<file path="src/rtl/bsw_pkg.sv">
package bsw_pkg;
  localparam int REG_W = 16;
  localparam int CMP_W = 4;

  typedef struct packed {
    logic [CMP_W-1:0] bank_mask;
    logic             pd_turn;
    logic             host_keep;
    logic             data_keep;
    logic             ext_off;
  } bsw_cfg_t;

  function automatic logic [REG_W-1:0] cfg_word(bsw_cfg_t c);
    logic [REG_W-1:0] w;
    w = '0;
    w[REG_W-1 -: CMP_W] = c.bank_mask;
    w[REG_W-CMP_W-1]    = c.pd_turn;
    w[2]                = c.host_keep;
    w[1]                = c.data_keep;
    w[0]                = c.ext_off;
    return w;
  endfunction
endpackage

</file>
<file path="src/rtl/bsw_ctrl_reg.sv">
module bsw_ctrl_reg
  import bsw_pkg::*;
#(
  parameter int              MMR_AW    = 8,
  parameter logic [MMR_AW-1:0] CTRL_ADDR = 8'h29
) (
  input  logic              clk,
  input  logic              rst,
  input  logic              wr_en,
  input  logic              rd_en,
  input  logic [MMR_AW-1:0] addr,
  input  logic [REG_W-1:0]  wdata,
  output bsw_cfg_t          cfg,
  output logic [REG_W-1:0]  rdata
);
  logic hit;
  logic unused_rsvd;
  assign hit         = (addr == CTRL_ADDR);
  assign unused_rsvd = ^wdata[REG_W-CMP_W-2:3];

  always_ff @(posedge clk) begin
    if (rst) begin
      cfg.bank_mask <= '1;
      cfg.pd_turn   <= 1'b1;
      cfg.host_keep <= 1'b0;
      cfg.data_keep <= 1'b0;
      cfg.ext_off   <= 1'b0;
    end else if (wr_en && hit) begin
      cfg.bank_mask <= wdata[REG_W-1 -: CMP_W];
      cfg.pd_turn   <= wdata[REG_W-CMP_W-1];
      cfg.host_keep <= wdata[2];
      cfg.data_keep <= wdata[1];
      cfg.ext_off   <= wdata[0];
    end
  end

  always_ff @(posedge clk) begin
    if (rst)                rdata <= '0;
    else if (rd_en && hit)  rdata <= cfg_word(cfg);
    else                    rdata <= '0;
  end

  // control word only changes on a write to its own address
  assert_cfg_hold_R7: assert property (@(posedge clk) disable iff (rst)
    !(wr_en && hit) |=> $stable(cfg));
  // reserved field always reads zero
  assert_rsvd_zero_R7: assert property (@(posedge clk) disable iff (rst)
    rdata[REG_W-CMP_W-2:3] == '0);
endmodule

</file>
<file path="src/rtl/bsw_wait_gen.sv">
module bsw_wait_gen
  import bsw_pkg::*;
#(
  parameter int AW = 16
) (
  input  logic             clk,
  input  logic             rst,
  input  logic [CMP_W-1:0] bank_mask,
  input  logic             pd_turn,
  input  logic             acc_valid,
  input  logic [AW-1:0]    acc_addr,
  input  logic             acc_prog,
  input  logic             acc_write,
  output logic             wait_req
);
  localparam int TOP_LSB = AW - CMP_W;

  logic             hist_vld;
  logic [CMP_W-1:0] last_top;
  logic             last_prog;
  logic             last_write;
  logic             waited;
  logic [CMP_W-1:0] cur_top;
  logic             bank_cross;
  logic             to_prog;
  logic             read_turn;
  logic             accept;

  assign cur_top    = acc_addr[AW-1:TOP_LSB];
  assign bank_cross = (acc_prog == last_prog) && (((cur_top ^ last_top) & bank_mask) != '0);
  assign to_prog    = !last_prog && acc_prog;
  assign read_turn  = pd_turn && last_prog && !last_write && !acc_prog && !acc_write;
  assign wait_req   = acc_valid && hist_vld && !waited && (bank_cross || to_prog || read_turn);
  assign accept     = acc_valid && !wait_req;

  always_ff @(posedge clk) begin
    if (rst) begin
      hist_vld   <= 1'b0;
      last_top   <= '0;
      last_prog  <= 1'b0;
      last_write <= 1'b0;
      waited     <= 1'b0;
    end else begin
      waited <= wait_req;
      if (accept) begin
        hist_vld   <= 1'b1;
        last_top   <= cur_top;
        last_prog  <= acc_prog;
        last_write <= acc_write;
      end
    end
  end

  // a wait is one cycle long, never two back to back
  assert_single_wait_R3: assert property (@(posedge clk) disable iff (rst)
    wait_req |=> !wait_req);
  // no wait without a previously accepted access
  assert_first_free_R2: assert property (@(posedge clk) disable iff (rst)
    wait_req |-> (acc_valid && hist_vld));
  // a delayed access leaves the history untouched
  assert_hist_kept_R10: assert property (@(posedge clk) disable iff (rst)
    wait_req |=> ($stable(last_top) && $stable(last_prog) && $stable(last_write)));
endmodule

</file>
<file path="src/rtl/bsw_wait_ctrl.sv">
module bsw_wait_ctrl
  import bsw_pkg::*;
#(
  parameter int              AW        = 16,
  parameter int              MMR_AW    = 8,
  parameter logic [MMR_AW-1:0] CTRL_ADDR = 8'h29
) (
  input  logic              clk,
  input  logic              rst,
  input  logic              mmr_wr,
  input  logic              mmr_rd,
  input  logic [MMR_AW-1:0] mmr_addr,
  input  logic [REG_W-1:0]  mmr_wdata,
  output logic [REG_W-1:0]  mmr_rdata,
  input  logic              acc_valid,
  input  logic [AW-1:0]     acc_addr,
  input  logic              acc_prog,
  input  logic              acc_write,
  output logic              wait_req,
  output logic              host_hold_en,
  output logic              data_hold_en,
  output logic              ext_bus_off,
  output logic              mode_lock
);
  bsw_cfg_t cfg;
  logic     off_q;

  bsw_ctrl_reg #(.MMR_AW(MMR_AW), .CTRL_ADDR(CTRL_ADDR)) u_reg (
    .clk(clk), .rst(rst), .wr_en(mmr_wr), .rd_en(mmr_rd), .addr(mmr_addr),
    .wdata(mmr_wdata), .cfg(cfg), .rdata(mmr_rdata)
  );

  bsw_wait_gen #(.AW(AW)) u_wait (
    .clk(clk), .rst(rst), .bank_mask(cfg.bank_mask), .pd_turn(cfg.pd_turn),
    .acc_valid(acc_valid), .acc_addr(acc_addr), .acc_prog(acc_prog),
    .acc_write(acc_write), .wait_req(wait_req)
  );

  always_ff @(posedge clk) begin
    if (rst) off_q <= 1'b0;
    else     off_q <= cfg.ext_off && (off_q || !acc_valid);
  end

  assign ext_bus_off  = off_q;
  assign mode_lock    = cfg.ext_off;
  assign host_hold_en = cfg.host_keep;
  assign data_hold_en = cfg.data_keep;

  // the bus goes off only after a cycle with no access in flight
  assert_off_after_idle_R9: assert property (@(posedge clk) disable iff (rst)
    $rose(ext_bus_off) |-> $past(!acc_valid));
  // bus off implies the lock was already requested one cycle before
  assert_off_needs_lock_R9: assert property (@(posedge clk) disable iff (rst)
    $rose(ext_bus_off) |-> $past(mode_lock));
endmodule

</file>
<file path="config.mk">
export PLATFORM = sky130hd
export DESIGN_NAME = bsw_wait_ctrl
export DESIGN_NICKNAME = d
export VERILOG_FILES = /design/src/rtl/bsw_pkg.sv /design/src/rtl/bsw_ctrl_reg.sv /design/src/rtl/bsw_wait_gen.sv /design/src/rtl/bsw_wait_ctrl.sv
export SDC_FILE = /design/constraint.sdc
export NUM_CORES = 1
export LEC_CHECK = 0
export ABC_AREA = 0
export BUFFER_PORTS_ARGS = -buffer_cell sky130_fd_sc_hd__buf_2
export CAP_MARGIN = 20
export CORE_AREA = 3 3 58 60
export DETAILED_ROUTE_END_ITERATION = 12
export DIE_AREA = 0 0 61 63
export PLACE_DENSITY = 0.76
export SETUP_SLACK_MARGIN = 0.15
export SYNTH_ARGS = -nofsm -noshare
export SYNTH_HDL_FRONTEND = slang
export SYNTH_SLANG_ARGS = --single-unit
export TNS_END_PERCENT = 20
</file>
<file path="constraint.sdc">
create_clock -name clk -period 2.2 [get_ports clk]
set_clock_uncertainty 0.2 [all_clocks]
set_input_delay 0.11 -clock clk [delete_from_list [all_inputs] [get_ports clk]]
set_output_delay 0.11 -clock clk [all_outputs]
set_load 0.005 [all_outputs]
</file>
# == After elaboration in Yosys (flattened, before gate mapping) ==
# Index checks and enable logic that the tools add are counted.
# Widths: inputs -> output; s select.
# totals
ff_bits,33
inputBits,47
# classes
n_eq_ne,2
bitwise_logic,3
reduce_logical,25
# ops
operator,count
$logic_and 1x1->1,13
$eq 8x6->1 const B,1
$logic_not 1->1,7
$and 4x4->4,1
$reduce_bool 4->1,1
$xor 4x4->4,1
$logic_or 1x1->1,3
$reduce_or 2->1,1
$eq 1x1->1,1
$not 1->1,1

# == Depth between registers and ports, before layout ==
# depth
word_depth,9
ltp_mapped,5
ltp_nobuf,5

# == Hierarchy ==
# Synthesis repeated with hierarchy kept, for this count alone.
# unflattened
cells_unflattened,114
hier_area_um2,1193.6
# modules_own_cells
mod,instances,cells_per_inst,area_per_inst_um2,seq_area_each_um2
bsw_ctrl_reg,1,63,679.4,320.3
bsw_wait_gen,1,48,467.9,160.2
bsw_wait_ctrl,1,3,46.3,20.0

# == Worst setup path before layout ==
# Ideal clock, no wire load.
# synth_timing
path_type,reg2reg
startpoint,register u_wait.last_prog
endpoint,register u_wait.last_prog
t_arrival_ns,1.393
path_slack_ns,0.535
stages_incl_launch_ff,6
n_path_buf,0
period_less_slack_ns,1.665
cell_sequence,dfxtp_1 > inv_1 > ha_1 > and2_1 > a221oi_4 > mux2i_1
# synth_between
elab_chain_len,8
# synth_lines
item,line,text
from (decl),bsw_wait_gen.sv:20,logic last_prog;
from (signal assigned),bsw_wait_gen.sv:48,last_prog <= acc_prog;
$logic_and 1x1->1 (4 in a row),bsw_wait_gen.sv:32,assign read_turn = pd_turn && last_prog && !last_write && !acc_prog && !acc_write;
$logic_or 1x1->1 (*),bsw_wait_gen.sv:33,assign wait_req = acc_valid && hist_vld && !waited && (bank_cross || to_prog || read_turn);
$logic_and 1x1->1 (*),bsw_wait_gen.sv:33,
$logic_not 1->1 (*),bsw_wait_gen.sv:34,assign accept = acc_valid && !wait_req;
$logic_and 1x1->1 (*),bsw_wait_gen.sv:34,
# Every way passes the cells marked *; elsewhere a longest branch is shown, timed or not.
# A chain may end at the register's enable or synchronous reset.

# == Worst setup path after layout ==
# layout_timing
startpoint,input port acc_addr[13]
endpoint,register u_wait.last_write
# layout_between
elab_chain_len,9
# layout_lines
item,line,text
from (decl),bsw_wait_ctrl.sv:16,"input logic [AW-1:0] acc_addr,"
$xor 4x4->4,bsw_wait_gen.sv:30,assign bank_cross = (acc_prog == last_prog) && (((cur_top ^ last_top) & bank_mask) != '0);
$and 4x4->4,bsw_wait_gen.sv:30,
$reduce_bool 4->1,bsw_wait_gen.sv:30,
$logic_and 1x1->1,bsw_wait_gen.sv:30,
$logic_or 1x1->1 (2 in a row),bsw_wait_gen.sv:33,
$logic_and 1x1->1,bsw_wait_gen.sv:33,
$logic_not 1->1,bsw_wait_gen.sv:34,
$logic_and 1x1->1,bsw_wait_gen.sv:34,
to (signal assigned),bsw_wait_gen.sv:49,last_write <= acc_write;
to (decl),bsw_wait_gen.sv:21,logic last_write;
# No other way between the ends.

==> impl_metrics.py <==
metrics = {
    "placed_design": {
        "io_buffers": 39,
        "finalWeightedCongestion": 0.697,
        "dp.cells": 176,
        "dp_hpwl_um": 1670,
    },
    "hold_path": {
        "min_to": "u_reg.cfg[3]$_SDFFE_PP1P_",
        "min_path_type": "in2reg",
        "hold_path_depth": 3,
        "worstHoldStart": "mmr_wr",
    },
    "route": {
        "drtIter0Drc": 13,
        "dr_total_vias": 922,
        "drc_errors": 0,
        "wire_per_inst_um": 11.2,
        "firstDrtPassIters": 4,
        "via_per_inst": 4.61,
        "ant_nets": 0,
        "totalWireLength_um": 2240,
    },
    "critical_path": {
        "critPathLaunchType": "input port",
        "critPathKind": "in2reg",
        "crit_slowest_cell": "dlygate4sd3_1",
        "path_max_fanout": 6,
        "r2r_setup_slack_ps": 320,
        "r2r_end": "u_wait.last_write$_SDFFE_PP0P_",
        "worstReg2RegStart": "u_wait.last_prog$_SDFFE_PP0P_",
        "cp_slowest_stage_delay_ps": 540,
        "r2r_cells": 5,
        "crit_chain": "dlygate4sd3_1 > buf_2 > xor2_1 > a22oi_2 > nand2_2 > a221oi_4 > mux2i_1",
        "required_ps": 2240,
        "cp-end-kind": "register",
        "arrival_ps": 2000,
    },
    "flow_run": {
        "drv_cap": 0,
    },
    "clock_network": {
        "cts_buffers": 3,
        "cts_tree": "built",
        "cts_setup_buffers": 0,
        "cts_root_buffer": "clkbuf_4",
        "clock_path_buffers": 2,
        "clk_latency_ps": 310,
        "clock-sinks": 25,
        "cts.clk_slew.worst_paths_ps": 130,
        "cts-htree-levels": 1,
    },
    "power": {
        "peakVddDrop_mv": 0.195,
        "p_total_uw": 784,
        "power_leakage_nw": 0.778,
        "power_density_nw_per_um2": 524,
    },
    "sta": {
        "setup_viol": 0,
        "period_needed_ps": 1960,
        "worstMarginPinSlew_ps": 514,
        "drv_slew": 0,
        "max_freq_mhz": 510,
        "slew_headroom": 0.653,
        "finalHoldViolations": 0,
        "fin_crit_sh": 0.891,
        "rsz0062_at_grt": "no",
        "fin_setup_tns_ps": 0,
    },
    "synth": {
        "yosysSeqAreaShare": 0.466,
        "ys_ff_latch": 25,
        "synth.cell_area_um2": 1070,
        "synth-simple-area-share": 0.210,
        "synthMuxAreaShare": 0.112,
        "ys.warnings.count": 0,
        "synth_xor_area_frac": 0.0326,
        "synth.distinct_cells": 25,
        "synth.avg_cell_area_um2": 10.0,
        "synth_fa_ha_area_frac": 0.0116,
        "synth_compound_area_frac": 0.0850,
        "syn-instance-count": 107,
        "synth_top_family_by_area": "simple AND/OR/NAND/NOR gates",
    },
    "grt": {
        "gr-usage-all-layers": 0.124,
        "grt_pass1_wl_um": 3660,
        "grt_pass1_vias": 902,
        "antenna_found_initial": 0,
        "grt_max_degree": 15,
        "grt_overflow": 0,
    },
    "final_layout": {
        "final_cell_mix": "39 x buf_2, 25 x dfxtp_1, 20 x dlygate4sd3_1",
        "insertedDiodeCount": 0,
        "syn2layout_area_growth_pct": 39.3,
        "final_common_cell": "buf_2",
        "drive_gt1_frac": 0.287,
        "instances_no_fill": 200,
        "nNetsFinal": 216,
    },
    "status": {
        "outcome": "finished clean",
    },
    "die": {
        "dieWidth_um": 61,
        "dieArea_um2": 3840,
        "die_h_um": 63,
        "start_util": 0.361,
        "ios": 68,
        "core_um2": 2980,
        "std_cell_rows": 20,
    },
}
[kinds of logic (layout without fill, tap and decap cells)]
kind of cell | after synthesis | in the layout
flops | 25 | 25
fa+ha+maj | 1 | 1
mux | 12 | 12
simple gates | 41 | 41
compound gates | 8 | 8
buf+inv | 15 | 68
other cells | 1 | 8
xor+xnor | 4 | 4
[worst max path at each step]
stage	slack, ps	from	end	cells past startpoint
after floorplan	540	u_wait.last_prog$_SDFFE_PP0P_	u_wait.last_prog$_SDFFE_PP0P_	5
after global placement	440	u_wait.last_prog$_SDFFE_PP0P_	u_wait.last_prog$_SDFFE_PP0P_	5
after detailed placement	350	u_wait.last_prog$_SDFFE_PP0P_	u_wait.last_write$_SDFFE_PP0P_	5
after CTS	260	acc_prog	u_wait.last_write$_SDFFE_PP0P_	6
after global routing	150	acc_prog	wait_req	7
final	240	acc_addr[13]	u_wait.last_write$_SDFFE_PP0P_	7
[stage by stage]
stage | worst slack (ps) | utilization | hold slack, ps | instance area, µm²
after floorplan | 535 | - | 25.8 | 1100
after global placement | 438 | 0.426 | 118 | 1270
after CTS | 264 | 0.503 | 89.1 | 1500
final | 239 | 0.503 | 99.4 | 1500
after detailed placement | 346 | 0.426 | 127 | 1270
after global routing | 153 | 0.503 | 106 | 1500
[power breakdown]
part,total [mW],switching [mW],internal (mW)
combinational,0.121,0.0531,0.0676
sequential,0.470,0.00664,0.464
clock,0.193,0.125,0.0678
total,0.784,0.185,0.599
[area by class of cell]
class	instances	area, µm²
Fill cell	276	1480
Multi-Input combinational cell	74	514
Sequential cell	25	500
Timing Repair Buffer	59	395
Tap cell	33	41.3
Clock buffer	3	22.5
Inverter	5	18.8
Clock inverter	1	5.00
[flip-flops by register name (all words and copies together) (netlist names)]
name	cells
u_wait.last_top	4
u_wait.hist_vld	1
u_reg.cfg	8
u_wait.last_write	1
u_wait.waited	1
ext_bus_off	1
u_wait.last_prog	1
u_reg.rdata	8
[worst max-delay path: cells and delay by family]
kind / cells / cell delay [ps]
buf+inv: 2 / 680
compound gates: 2 / 690
xor+xnor: 1 / 140
simple gates: 1 / 110
mux: 1 / 270
[metal layers]
layer | global-route usage | share of wire
met1 | 0.133 | 0.41
met2 | 0.214 | 0.48
met3 | 0.0372 | 0.091
met4 | 0.0569 | 0.017
met5 | 0 | 0
[cells in the mapped netlist]
library cell,number,share of area
a21o_1,1,0.0070
and4_1,1,0.0082
nand2b_1,6,0.035
inv_1,5,0.017
ha_1,1,0.012
a21oi_1,1,0.0047
nand2_2,1,0.0058
nor4bb_1,1,0.0093
a22oi_2,2,0.023
conb_1,1,0.0035
dfxtp_1,25,0.47
xor2_1,4,0.033
nand2_1,10,0.035
a211o_1,2,0.016
and2_1,9,0.052
o211a_1,1,0.0093
a221oi_4,1,0.024
nor2_1,8,0.028
buf_4,8,0.056
nor3_1,1,0.0047
nand3_2,1,0.0093
clkbuf_1,2,0.0070
nor2b_1,1,0.0058
nor4b_1,2,0.016
mux2i_1,12,0.11
[repair_timing]
item                                   CTS  global route
hold buffers                            20             0
endpoints found under the hold margin   16             0
resized for setup                        0             0
Power figures use the tool's default switching activity.
